$ cat src/rtl/irq_sel_pkg.sv
package irq_sel_pkg;
  localparam int unsigned PRIO_W = 3;
  localparam int unsigned WORD_W = 32;

  typedef logic [PRIO_W-1:0] prio_t;

  // right (higher-numbered) candidate replaces left only on strictly higher priority
  function automatic logic right_wins(logic l_vld, prio_t l_prio, logic r_vld, prio_t r_prio);
    return r_vld && (!l_vld || (r_prio > l_prio));
  endfunction
endpackage

$ cat src/rtl/irq_word_mask.sv
module irq_word_mask
  import irq_sel_pkg::*;
#(
  parameter int unsigned BASE = 0
) (
  input  logic [WORD_W-1:0]        pend_i,
  input  logic [WORD_W-1:0]        claim_i,
  input  logic [WORD_W-1:0]        en_i,
  input  logic [WORD_W*PRIO_W-1:0] prio_i,
  input  prio_t                    thr_i,
  output logic [WORD_W-1:0]        qual_o,
  output logic                     any_o
);
  for (genvar j = 0; j < WORD_W; j++) begin : g_bit
    if (BASE + j == 0) begin : g_rsvd
      assign qual_o[j] = 1'b0;
    end else begin : g_src
      prio_t p;
      assign p         = prio_i[j*PRIO_W +: PRIO_W];
      assign qual_o[j] = pend_i[j] & ~claim_i[j] & en_i[j] & (p > thr_i);
    end
  end

  assign any_o = |qual_o;
endmodule

$ cat src/rtl/irq_sel_tree.sv
module irq_sel_tree
  import irq_sel_pkg::*;
#(
  parameter int unsigned N    = 32,
  parameter int unsigned ID_W = 6
) (
  input  logic            vld_i  [N],
  input  prio_t           prio_i [N],
  input  logic [ID_W-1:0] id_i   [N],
  output logic            vld_o,
  output prio_t           prio_o,
  output logic [ID_W-1:0] id_o
);
  localparam int unsigned LVL    = $clog2(N);
  localparam int unsigned LEAVES = 1 << LVL;
  localparam int unsigned NODES  = 2 * LEAVES - 1;

  logic            nv [1:NODES];
  prio_t           np [1:NODES];
  logic [ID_W-1:0] ni [1:NODES];

  for (genvar i = 0; i < LEAVES; i++) begin : g_leaf
    if (i < N) begin : g_real
      assign nv[LEAVES+i] = vld_i[i];
      assign np[LEAVES+i] = prio_i[i];
      assign ni[LEAVES+i] = id_i[i];
    end else begin : g_pad
      assign nv[LEAVES+i] = 1'b0;
      assign np[LEAVES+i] = '0;
      assign ni[LEAVES+i] = '0;
    end
  end

  for (genvar n = 1; n < LEAVES; n++) begin : g_node
    logic take_r;
    assign take_r = right_wins(nv[2*n], np[2*n], nv[2*n+1], np[2*n+1]);
    assign nv[n]  = nv[2*n] | nv[2*n+1];
    assign np[n]  = take_r ? np[2*n+1] : np[2*n];
    assign ni[n]  = take_r ? ni[2*n+1] : ni[2*n];
  end

  assign vld_o  = nv[1];
  assign prio_o = np[1];
  assign id_o   = ni[1];
endmodule

$ cat src/rtl/irq_prio_sel.sv
module irq_prio_sel
  import irq_sel_pkg::*;
#(
  parameter int unsigned NUM_SRC = 53,
  localparam int unsigned ID_W   = $clog2(NUM_SRC)
) (
  input  logic                      clk_i,
  input  logic                      rst_ni,
  input  logic [NUM_SRC-1:0]        pend_i,
  input  logic [NUM_SRC-1:0]        claim_i,
  input  logic [NUM_SRC-1:0]        en_i,
  input  logic [NUM_SRC*PRIO_W-1:0] prio_i,
  input  logic [PRIO_W-1:0]         thr_i,
  output logic                      irq_o,
  output logic [ID_W-1:0]           id_o,
  output logic                      valid_o
);
  localparam int unsigned WORDS   = (NUM_SRC + WORD_W - 1) / WORD_W;
  localparam int unsigned SRC_PAD = WORDS * WORD_W;

  logic [SRC_PAD-1:0]        pend_pad, claim_pad, en_pad;
  logic [SRC_PAD*PRIO_W-1:0] prio_pad;

  always_comb begin
    pend_pad  = '0;
    claim_pad = '0;
    en_pad    = '0;
    prio_pad  = '0;
    pend_pad[NUM_SRC-1:0]         = pend_i;
    claim_pad[NUM_SRC-1:0]        = claim_i;
    en_pad[NUM_SRC-1:0]           = en_i;
    prio_pad[NUM_SRC*PRIO_W-1:0]  = prio_i;
  end

  logic            w_vld  [WORDS];
  prio_t           w_prio [WORDS];
  logic [ID_W-1:0] w_id   [WORDS];

  for (genvar w = 0; w < WORDS; w++) begin : g_word
    logic [WORD_W-1:0] qual;
    logic              any;
    logic              b_vld  [WORD_W];
    prio_t             b_prio [WORD_W];
    logic [ID_W-1:0]   b_id   [WORD_W];
    logic              t_vld;
    prio_t             t_prio;
    logic [ID_W-1:0]   t_id;

    irq_word_mask #(.BASE(w*WORD_W)) u_mask (
      .pend_i (pend_pad[w*WORD_W +: WORD_W]),
      .claim_i(claim_pad[w*WORD_W +: WORD_W]),
      .en_i   (en_pad[w*WORD_W +: WORD_W]),
      .prio_i (prio_pad[w*WORD_W*PRIO_W +: WORD_W*PRIO_W]),
      .thr_i  (thr_i),
      .qual_o (qual),
      .any_o  (any)
    );

    for (genvar j = 0; j < WORD_W; j++) begin : g_leaf
      assign b_vld[j]  = qual[j];
      assign b_prio[j] = prio_pad[(w*WORD_W+j)*PRIO_W +: PRIO_W];
      assign b_id[j]   = ID_W'(w*WORD_W + j);
    end

    irq_sel_tree #(.N(WORD_W), .ID_W(ID_W)) u_tree (
      .vld_i (b_vld),
      .prio_i(b_prio),
      .id_i  (b_id),
      .vld_o (t_vld),
      .prio_o(t_prio),
      .id_o  (t_id)
    );

    // empty word drops out of the cross-word stage
    assign w_vld[w]  = any & t_vld;
    assign w_prio[w] = t_prio;
    assign w_id[w]   = t_id;
  end

  logic            r_vld;
  prio_t           r_prio;
  logic [ID_W-1:0] r_id;

  irq_sel_tree #(.N(WORDS), .ID_W(ID_W)) u_top_tree (
    .vld_i (w_vld),
    .prio_i(w_prio),
    .id_i  (w_id),
    .vld_o (r_vld),
    .prio_o(r_prio),
    .id_o  (r_id)
  );

  always_ff @(posedge clk_i or negedge rst_ni) begin
    if (!rst_ni) begin
      irq_o   <= 1'b0;
      id_o    <= '0;
      valid_o <= 1'b0;
    end else begin
      irq_o   <= r_vld;
      id_o    <= r_vld ? r_id : '0;
      valid_o <= 1'b1;
    end
  end
endmodule

$ cat config.mk
export PLATFORM = sky130hd
export DESIGN_NAME = irq_prio_sel
export DESIGN_NICKNAME = d
export VERILOG_FILES = /design/src/rtl/irq_sel_pkg.sv /design/src/rtl/irq_word_mask.sv /design/src/rtl/irq_sel_tree.sv /design/src/rtl/irq_prio_sel.sv
export SDC_FILE = /design/constraint.sdc
export NUM_CORES = 1
export LEC_CHECK = 0
export BUFFER_PORTS_ARGS = -buffer_cell sky130_fd_sc_hd__buf_2
export CAP_MARGIN = 20
export CORE_ASPECT_RATIO = 2
export CORE_MARGIN = 4
export CORE_UTILIZATION = 65
export DETAILED_ROUTE_END_ITERATION = 16
export GPL_TIMING_DRIVEN = 0
export PLACE_DENSITY = 0.95
export SLEW_MARGIN = 40
export SYNTH_ARGS = -nofsm -noshare
export SYNTH_HDL_FRONTEND = slang
export SYNTH_HIERARCHICAL = 1
export SYNTH_SLANG_ARGS = --single-unit
$ cat constraint.sdc
create_clock -name clk_i -period 1.3 [get_ports clk_i]
set_input_delay 0.39 -clock clk_i [delete_from_list [all_inputs] [get_ports clk_i]]
set_output_delay 0.39 -clock clk_i [all_outputs]
set_load 0.01 [all_outputs]
==> flow_summary.ini, run 1 <==
[cts]
cts_sinks = 8
cts-root-buf = clkbuf_16
cts_buffers = 3
cts.htree.levels = 1
cts_buffer_depth = 2
cts_hold_buffers = 0

[grt]
grt-ovfl-total = 152
grt_max_degree = 33
grt_util_all_layers = 0.707

[status]
status = stopped before the end
error = [ERROR GRT-0232] Routing congestion too high. Check the congestion heatmap in the GUI.
lastStage = global routing

[place]
dp.cells = 3748
routabilityCongestion = 0.980
dp_hpwl_um = 52900
place_ws_ns = -10.15
io_buffer_count = 327

[timing]
crit_endpoint = id_o[4]$_DFF_PN0_/D
worst-ep-kind = sequential cell input

[die]
start_util = 0.657
io_pins = 331
die_w_um = 127
fp-row-count = 87
die_h_um = 247

[yosys]
yosys_warnings = 6
synth_cells = 2542
syn_area_per_cell_um2 = 7.29
netlist_area_um2 = 18500
-- stage by stage --
step | util | area (um2)
2_1_floorplan | - | 20800
3_3_place_gp | 0.812 | 22900
3_5_place_dp | 0.815 | 23000
4_1_cts | 0.885 | 25000
-- layer usage --
metal,track usage,overflow
met5,0.248,1
met3,0.534,1
met2,0.935,98
met1,0.628,1
met4,0.776,51
-- timing repair --
item | in CTS
cloned | 7
buffers inserted | 96
setup endpoints to repair | 7
gates resized for setup | 256
hold endpoints to repair | 0
pin swaps | 92
==> run 2: changes to the inputs <==
Settings changed: CORE_ASPECT_RATIO 2 to default, CORE_UTILIZATION 65 to 40, PLACE_DENSITY 0.95 to default, PLACE_DENSITY_LB_ADDON from default to 0.15.
==> run 2 against run 1 <==
Effect of this change: the flow now finishes, with violations (setup timing); area after synthesis did not move; synthesized cell count did not move.
==> flow_summary.ini, run 2 <==
[detailed_routing]
ant_nets = 0
drtIter0Drc = 926
wl_met1_um = 27000
drt-total-wl_um = 62900
route.met3.wl_um = 2070
viasPerCell = 5.30
drc = 0
met2_length_um = 32300
wl_per_cell_um = 15.2
vias = 22000
maxUsedRoutingLayer = met4
dr.pass1.iters = 8

[pwr]
sw_frac_of_total = 0.530
clkPwrFrac = 0.032
leakagePower_nw = 13.1
p_int_mw = 7.83
switchingPower_mw = 8.82
power_frac_comb = 0.943
vdd_drop_max_v = 0.000723
power_mw = 16.6
p_per_area_nw_per_um2 = 631
p_seq_frac = 0.026

[final_layout]
final_common_cell = conb_1
mostFrequentLayoutCells = conb_1 (524), buf_2 (330), ha_1 (326)
regMostFlops = id_o
fin_cells = 4140
largest_reg_flops = 6
ff_latch_area_um2 = 200
reg_top3 = id_o (6), irq_o (1), valid_o (1)
multi_input_area_um2 = 21000
fin_util = 0.579
layout.nets = 4221
drive_above_1_share = 0.274
syn_to_final_growth_pct = 42.4
antenna_cells = 0
n_fill_cell = 4238

[setup_path]
critPathCaptureType = flop
worstPathMaxFanout = 8
crit_slowest_cell = or3b_4
cp_data_required_time_ns = 1.42
critPathArrivalTime_ns = 8.81
crit_type = input port to flop
crit_path_max_incr_delay_ns = 0.37
critPathLaunchType = input port

[die]
coreArea_um2 = 45600
start_util = 0.407
fp-row-count = 78
die_h_um = 223
die_w_um = 223
io_pins = 331
fp.dieArea_um2 = 49800

[timing]
layout_setup_ws_ns = -7.39
final-setup-viol-count = 7
finalHoldViolations = 0
fmax_mhz = 115
rsz0062_at_grt = yes
layout_min_cycle_time_ns = 8.69
relSlewSlack = 0.444
worst_hold_slack_ns = 0.00948
slew_viol_final = 0
tightest_slew_ns = 0.826
min_period_over_period = 6.68

[grt]
grt_util_all_layers = 0.230
grt-ovfl-total = 0
grt_pass1_vias = 21200
grt_max_degree = 33
antenna_found_initial = 0
grt_pass1_wl_um = 99600

[cts]
cts_buffer_depth = 2
cts_hold_buffers = 0
cts.htree.levels = 1
cts_sinks = 8
clkTransAtPathRegs_ns = 0.04
cts_buffers = 3
cts_tree = built
cts-root-buf = clkbuf_16

[yosys]
synth_cells = 2542
yosys_warnings = 6
syn_area_per_cell_um2 = 7.29
netlist_area_um2 = 18500

[run]
maxCapViolations = 0

[place]
dp.cells = 3992
routabilityCongestion = 0.871
place_ws_ns = -10.20
io_buffer_count = 327
dp_hpwl_um = 50400

[status]
violations = setup timing
status = finished, violations left

[min_path]
hp-class = input port to asynchronous set/reset pin
run 2: what timing repair did:
item | 4_1_cts | 5_1_grt
cloned | 2 | 0
buffers inserted | 102 | 59
gates resized for setup | 255 | 153
setup endpoints to repair | 7 | 7
pin swaps | 98 | 85
run 2: layout make-up:
type / count / share of cell area
timing repair buffer: 490 / 0.115
inverter: 270 / 0.0392
sequential: 8 / 0.00759
clock buffer: 3 / 0.00284
buffer: 38 / 0.00939
multi-input combinational: 2729 / 0.797
timing repair inverter: 2 / 0.000569
tap: 600 / 0.0284
run 2: critical path: cells and delay by family:
family / cells / cell delay [ns]
buffers and inverters: 9 / 0.86
adder cells (fa/ha/maj): 7 / 1.90
AO/OA/AOI/OAI: 16 / 2.85
AND/OR/NAND/NOR: 13 / 2.01
multiplexers: 4 / 0.78
run 2: layer usage:
metal / vias to the layer above / GRT usage
met5: - / 0
met2: 489 / 0.446
met1: 10300 / 0.281
li1: 11100 / -
met4: 0 / 0.0439
met3: 87 / 0.0132
run 2: final timing paths:
path | from | end | slack (ns)
worst max-delay path | thr_i[2] | id_o[3]$_DFF_PN0_ | -7.39
worst min-delay path | rst_ni | valid_o$_DFF_PN0_ | 0.009
max in group asynchronous | rst_ni | irq_o$_DFF_PN0_ | 1.10
min in group clk_i | valid_o$_DFF_PN0_ | valid_o | 1.05
run 2: power by group through the flow:
stage | registers, mW | logic [mW] | clock network (mW)
global route | 0.432 | 17.3 | 0.552
detailed placement | 0.424 | 12.0 | 0
CTS | 0.423 | 14.2 | 0.531
global placement | 0.419 | 11.6 | 0
floorplan | 0.466 | 8.55 | 0
finish | 0.426 | 15.7 | 0.530
run 2: metrics by stage:
step | cell area [um2] | TNS, ns
after floorplan | 20800 | -49.28
after global placement | 23200 | -65.27
after detailed placement | 23300 | -64.58
after CTS | 25300 | -46.47
after global routing | 26400 | -48.90
final | 26400 | -46.42
Power figures use the tool's default switching activity.
==> run 3: changes to the inputs <==
Settings changed: CORE_MARGIN 4 to default, PLACE_DENSITY_LB_ADDON 0.15 to 0.2.
==> run 3 against run 2 <==
Effect of this change: the flow still finishes with violations (setup timing); clock power is 0.9% lower; combinational power hardly changed; final cell count is 0.46% higher; fmax is 2.1% lower; global-route usage hardly changed; sequential cell count stayed put; power is 0.13% higher; first-iteration DRC count is 9.9% higher.
==> flow_summary.ini, run 3 (synthesis gave the netlist of run 2 again) <==
[place]
routabilityCongestion = 0.883
io_buffer_count = 327
dp_hpwl_um = 45400

[setup_path]
critPathLaunchType = input port
critPathArrivalTime_ns = 9.00
crit_path_max_incr_delay_ns = 0.36
worstPathMaxFanout = 6
cp_top_family = compound AO/OA/AOI/OAI gates
worst-path-buf-inv = 10
critPathCaptureType = flop
cp_common_cell = ha_4
crit_type = input port to flop
cp_data_required_time_ns = 1.42
crit_slowest_cell = or3b_4

[final_layout]
drive_above_1_share = 0.278
regMostFlops = id_o
layout.nets = 4239
reg_top3 = id_o (6), irq_o (1), valid_o (1)
largest_reg_flops = 6
syn_to_final_growth_pct = 43.6
mostFrequentLayoutCells = conb_1 (524), buf_2 (330), ha_1 (326)
final_common_cell = conb_1

[timing]
min_period_over_period = 6.83
fmax_mhz = 113
finalHoldViolations = 0
layout_min_cycle_time_ns = 8.88
rsz0062_at_grt = yes
slew_viol_final = 0
relSlewSlack = 0.396
final-setup-viol-count = 7
layout_setup_ws_ns = -7.58
tightest_slew_ns = 0.899
fin_setup_tns_ns = -47.72

[cts]
cts-root-buf = clkbuf_16
cts_buffer_depth = 2
cts_tree = built
clkTransAtPathRegs_ns = 0.04
cts.htree.levels = 1
cts_buffers = 3
cts_sinks = 8

[die]
start_util = 0.407
coreArea_um2 = 45600
die_w_um = 217
fp-row-count = 78
io_pins = 331
die_h_um = 217
fp.dieArea_um2 = 47200

[detailed_routing]
dr.pass1.iters = 6
wl_per_cell_um = 14.4
viasPerCell = 5.15
drc = 0
drt-total-wl_um = 59900
drtIter0Drc = 1018
vias = 21400
ant_nets = 0

[grt]
grt_max_degree = 34
grt-ovfl-total = 0
grt_pass1_wl_um = 91800
antenna_found_initial = 1
grt_pass1_vias = 19200
grt_util_all_layers = 0.231

[pwr]
vdd_drop_max_v = 0.000663
leakagePower_nw = 13.2
power_mw = 16.7
p_per_area_nw_per_um2 = 626

[min_path]
hp-class = input port to asynchronous set/reset pin

[status]
violations = setup timing
status = finished, violations left

[run]
maxCapViolations = 0
## run 3: cell count changes in the layout (fill, tap and decap cells not counted), sizes merged
| cell | delta |
|---|---|
| clkinvlp | -1 |
| o21ai | +1 |
| dlygate4sd3 | +1 |
| clkbuf | -1 |
| o21bai | +1 |
| diode | +1 |
| buf | +15 |
| bufbuf | +2 |
## run 3: path summary, 6_finish.rpt
kind / startpoint / end / slack, ns / cells past startpoint
max in group asynchronous: rst_ni / id_o[4]$_DFF_PN0_ / 0.58 / 2
setup / recovery: thr_i[1] / id_o[2]$_DFF_PN0_ / -7.58 / 48
hold / removal: rst_ni / valid_o$_DFF_PN0_ / 0.55 / 2
min in group clk_i: valid_o$_DFF_PN0_ / valid_o / 1.05 / 1
## run 3: repair_timing
item / CTS / global route
cloned: 6 / 2
buffers inserted: 104 / 68
setup endpoints to repair: 7 / 7
resized for setup: 258 / 148
pin swaps: 92 / 111
hold endpoints to repair: 8 / 0
hold buffers: 1 / 0
## run 3: layer usage
metal	GRT usage	share of wire	wire length, um
met5	0	0	0
met4	0.0493	0.030	1800
met3	0.00727	0.030	1780
met2	0.418	0.49	29200
met1	0.302	0.45	27200
## run 3: report_power, final
group          leakage [nW]  internal (mW)  total (mW)  switching, mW
sequential           0.0923          0.380       0.427         0.0462
combinational          13.1           7.15        15.7           8.56
clock                0.0370          0.397       0.525          0.128
total                  13.2           7.93        16.7           8.74
## run 3: final cells by class
cell class | instances | area [um2]
Buffer | 36 | 230
Tap cell | 600 | 751
Antenna cell | 1 | 2.50
Sequential cell | 8 | 200
Clock buffer | 3 | 75.1
Timing Repair inverter | 1 | 7.51
Fill cell | 4313 | 19000
Inverter | 270 | 1030
Timing Repair Buffer | 509 | 3320
Multi-Input combinational cell | 2731 | 21000
## run 3: stage by stage
stage                      util  worst slack, ns  hold slack [ns]  cells  area [um2]
after floorplan               -            -7.85           0.0944   3063       20800
after global placement    0.509           -10.56            0.241   3990       23200
after detailed placement  0.512           -10.29            0.240   3994       23300
after CTS                 0.559            -7.33            0.537   4092       25500
after global routing      0.584            -7.95            0.565   4159       26600
final                     0.584            -7.58            0.545   4159       26600
==> run 4: changes to the inputs <==
Settings changed: CELL_PAD_IN_SITES_DETAIL_PLACEMENT from default to 1, CELL_PAD_IN_SITES_GLOBAL_PLACEMENT from default to 2, CORE_UTILIZATION 40 to 36.
==> run 4 against run 3 <==
Effect of this change: worst hold slack better by 0.0033 ns; global-route usage up 3.3 points; fmax is 5.4% lower; design area fell by 1.1%; setup slack worse by 0.50 ns; the flow still finishes with violations (setup timing); clock-buffer cell count did not move; non-clock buffer count fell by 34; combinational power increased by 5%; clock power shrank 2%; largest power group unchanged; final cell count rose by 0.89%.
==> flow_summary.ini, run 4 (synthesis gave the netlist of run 2 again) <==
[cts]
clkTransAtPathRegs_ns = 0.04
cts_sinks = 8
cts_tree = built
cts_buffers = 3
cts.htree.levels = 1
cts_buffer_depth = 2
cts-root-buf = clkbuf_16

[pwr]
clkPwrFrac = 0.029
leakagePower_nw = 13.1
p_per_area_nw_per_um2 = 662
vdd_drop_max_v = 0.000617
switchingPower_mw = 9.57
power_frac_comb = 0.947
power_mw = 17.4
sw_frac_of_total = 0.549
p_int_mw = 7.86
p_seq_frac = 0.024

[die]
io_pins = 331
die_w_um = 229
fp-row-count = 82
die_h_um = 229
fp.dieArea_um2 = 52400
coreArea_um2 = 50500
start_util = 0.367

[timing]
slew_viol_final = 0
relSlewSlack = 0.373
layout_setup_ws_ns = -8.08
tightest_slew_ns = 0.930
rsz0062_at_grt = yes
min_period_over_period = 7.22
layout_min_cycle_time_ns = 9.38
final-setup-viol-count = 7
fmax_mhz = 107
finalHoldViolations = 0

[setup_path]
crit_slowest_cell = a222oi_1
cp_data_required_time_ns = 1.42
worstPathMaxFanout = 7
critPathArrivalTime_ns = 9.50
critPathLaunchType = input port
critPathCaptureType = flop
cp-startpoint = thr_i[1]
crit_path_max_incr_delay_ns = 0.44
crit_type = input port to flop

[final_layout]
final_common_cell = conb_1
syn_to_final_growth_pct = 42.1
mostFrequentLayoutCells = conb_1 (524), buf_2 (331), ha_1 (326)
finalInstanceArea_um2 = 26300
drive_above_1_share = 0.269
layout.nets = 4203
reg_top3 = id_o (6), irq_o (1), valid_o (1)
n_fill_cell = 6640
regMostFlops = id_o
largest_reg_flops = 6

[detailed_routing]
ant_nets = 0
wl_per_cell_um = 17.5
dr.pass1.iters = 7
drt-total-wl_um = 73600
drtIter0Drc = 830
drc = 0
viasPerCell = 5.38
vias = 22600

[place]
dp_hpwl_um = 57500
routabilityCongestion = 0.855
io_buffer_count = 327
place_area_um2 = 23400

[grt]
grt_pass1_vias = 23900
grt_util_all_layers = 0.264
grt-ovfl-total = 0
grt_max_degree = 35
antenna_found_initial = 7
grt_pass1_wl_um = 116000

[status]
violations = setup timing
status = finished, violations left

[run]
maxCapViolations = 0

[min_path]
hp-class = input port to asynchronous set/reset pin
[run 4: cell types whose count changed in the layout (fill, tap and decap cells not counted), moves of 4 or more]
cell | previous run | this run
nor2_2 | 6 | 11
nand3_2 | 3 | 9
nor2_1 | 88 | 84
and3_4 | 15 | 10
mux2i_1 | 194 | 199
and2_4 | 23 | 27
o21ai_2 | 20 | 14
buf_6 | 16 | 9
o21ai_0 | 113 | 121
and2_1 | 52 | 46
nand3_1 | 80 | 76
buf_4 | 167 | 142
o21ai_1 | 28 | 24
[run 4: worst paths after layout]
path	end	slack, ns	cells after the start
min in group clk_i	id_o[4]	1.05	1
hold / removal	id_o[3]$_DFF_PN0_	0.55	2
setup / recovery	id_o[0]$_DFF_PN0_	-8.08	48
max in group asynchronous	id_o[1]$_DFF_PN0_	0.58	2
[run 4: through the flow]
stage | instances | hold slack [ns] | util | setup TNS [ns] | setup slack (ns)
global route | 4196 | 0.564 | 0.522 | -52.28 | -8.35
detailed placement | 4066 | 0.238 | 0.464 | -66.61 | -10.64
global placement | 4062 | 0.228 | 0.461 | -69.40 | -10.97
floorplan | 3063 | 0.0944 | - | -49.28 | -7.85
finish | 4196 | 0.548 | 0.522 | -50.44 | -8.08
CTS | 4166 | 0.546 | 0.510 | -48.07 | -7.64
[run 4: area by class of cell]
class / instances / area, um2 / area share
Antenna cell: 2 / 5.00 / 0.000190
Sequential cell: 8 / 200 / 0.00760
Buffer: 37 / 236 / 0.00898
Multi-Input combinational cell: 2730 / 20900 / 0.796
Inverter: 270 / 1040 / 0.0394
Tap cell: 672 / 841 / 0.0319
Clock buffer: 3 / 75.1 / 0.00285
Timing Repair Buffer: 474 / 2990 / 0.114
[run 4: metal layers]
metal	share of wire	vias to the layer above	routed length, um	global-route usage
li1	-	11100	-	-
met1	0.44	11000	32600	0.327
met2	0.51	406	37400	0.499
met3	0.029	115	2100	0.0146
met4	0.020	2	1460	0.0525
met5	0.00018	-	13	0
[run 4: critical path, delay by kind of cell]
kind | cells | cell delay (ns)
AOI/OAI and AO/OA | 15 | 3.20
adders and majority gates | 6 | 1.60
buffers and inverters | 13 | 1.48
muxes | 4 | 1.05
and+or+nand+nor | 10 | 1.69
[run 4: power groups by stage]
stage / clock, mW / combinational (mW) / sequential [mW]
finish: 0.514 / 16.5 / 0.411
global route: 0.533 / 17.9 / 0.421
CTS: 0.521 / 14.9 / 0.414
detailed placement: 0 / 12.6 / 0.414
global placement: 0 / 11.9 / 0.412
floorplan: 0 / 8.55 / 0.466
[run 4: repair_timing]
action,in CTS,in global routing
buffers inserted,107,32
hold endpoints to repair,4,0
gates cloned,4,0
endpoints found under the setup margin,7,7
gates resized for setup,288,86
pin swaps,105,61
hold buffers,1,0
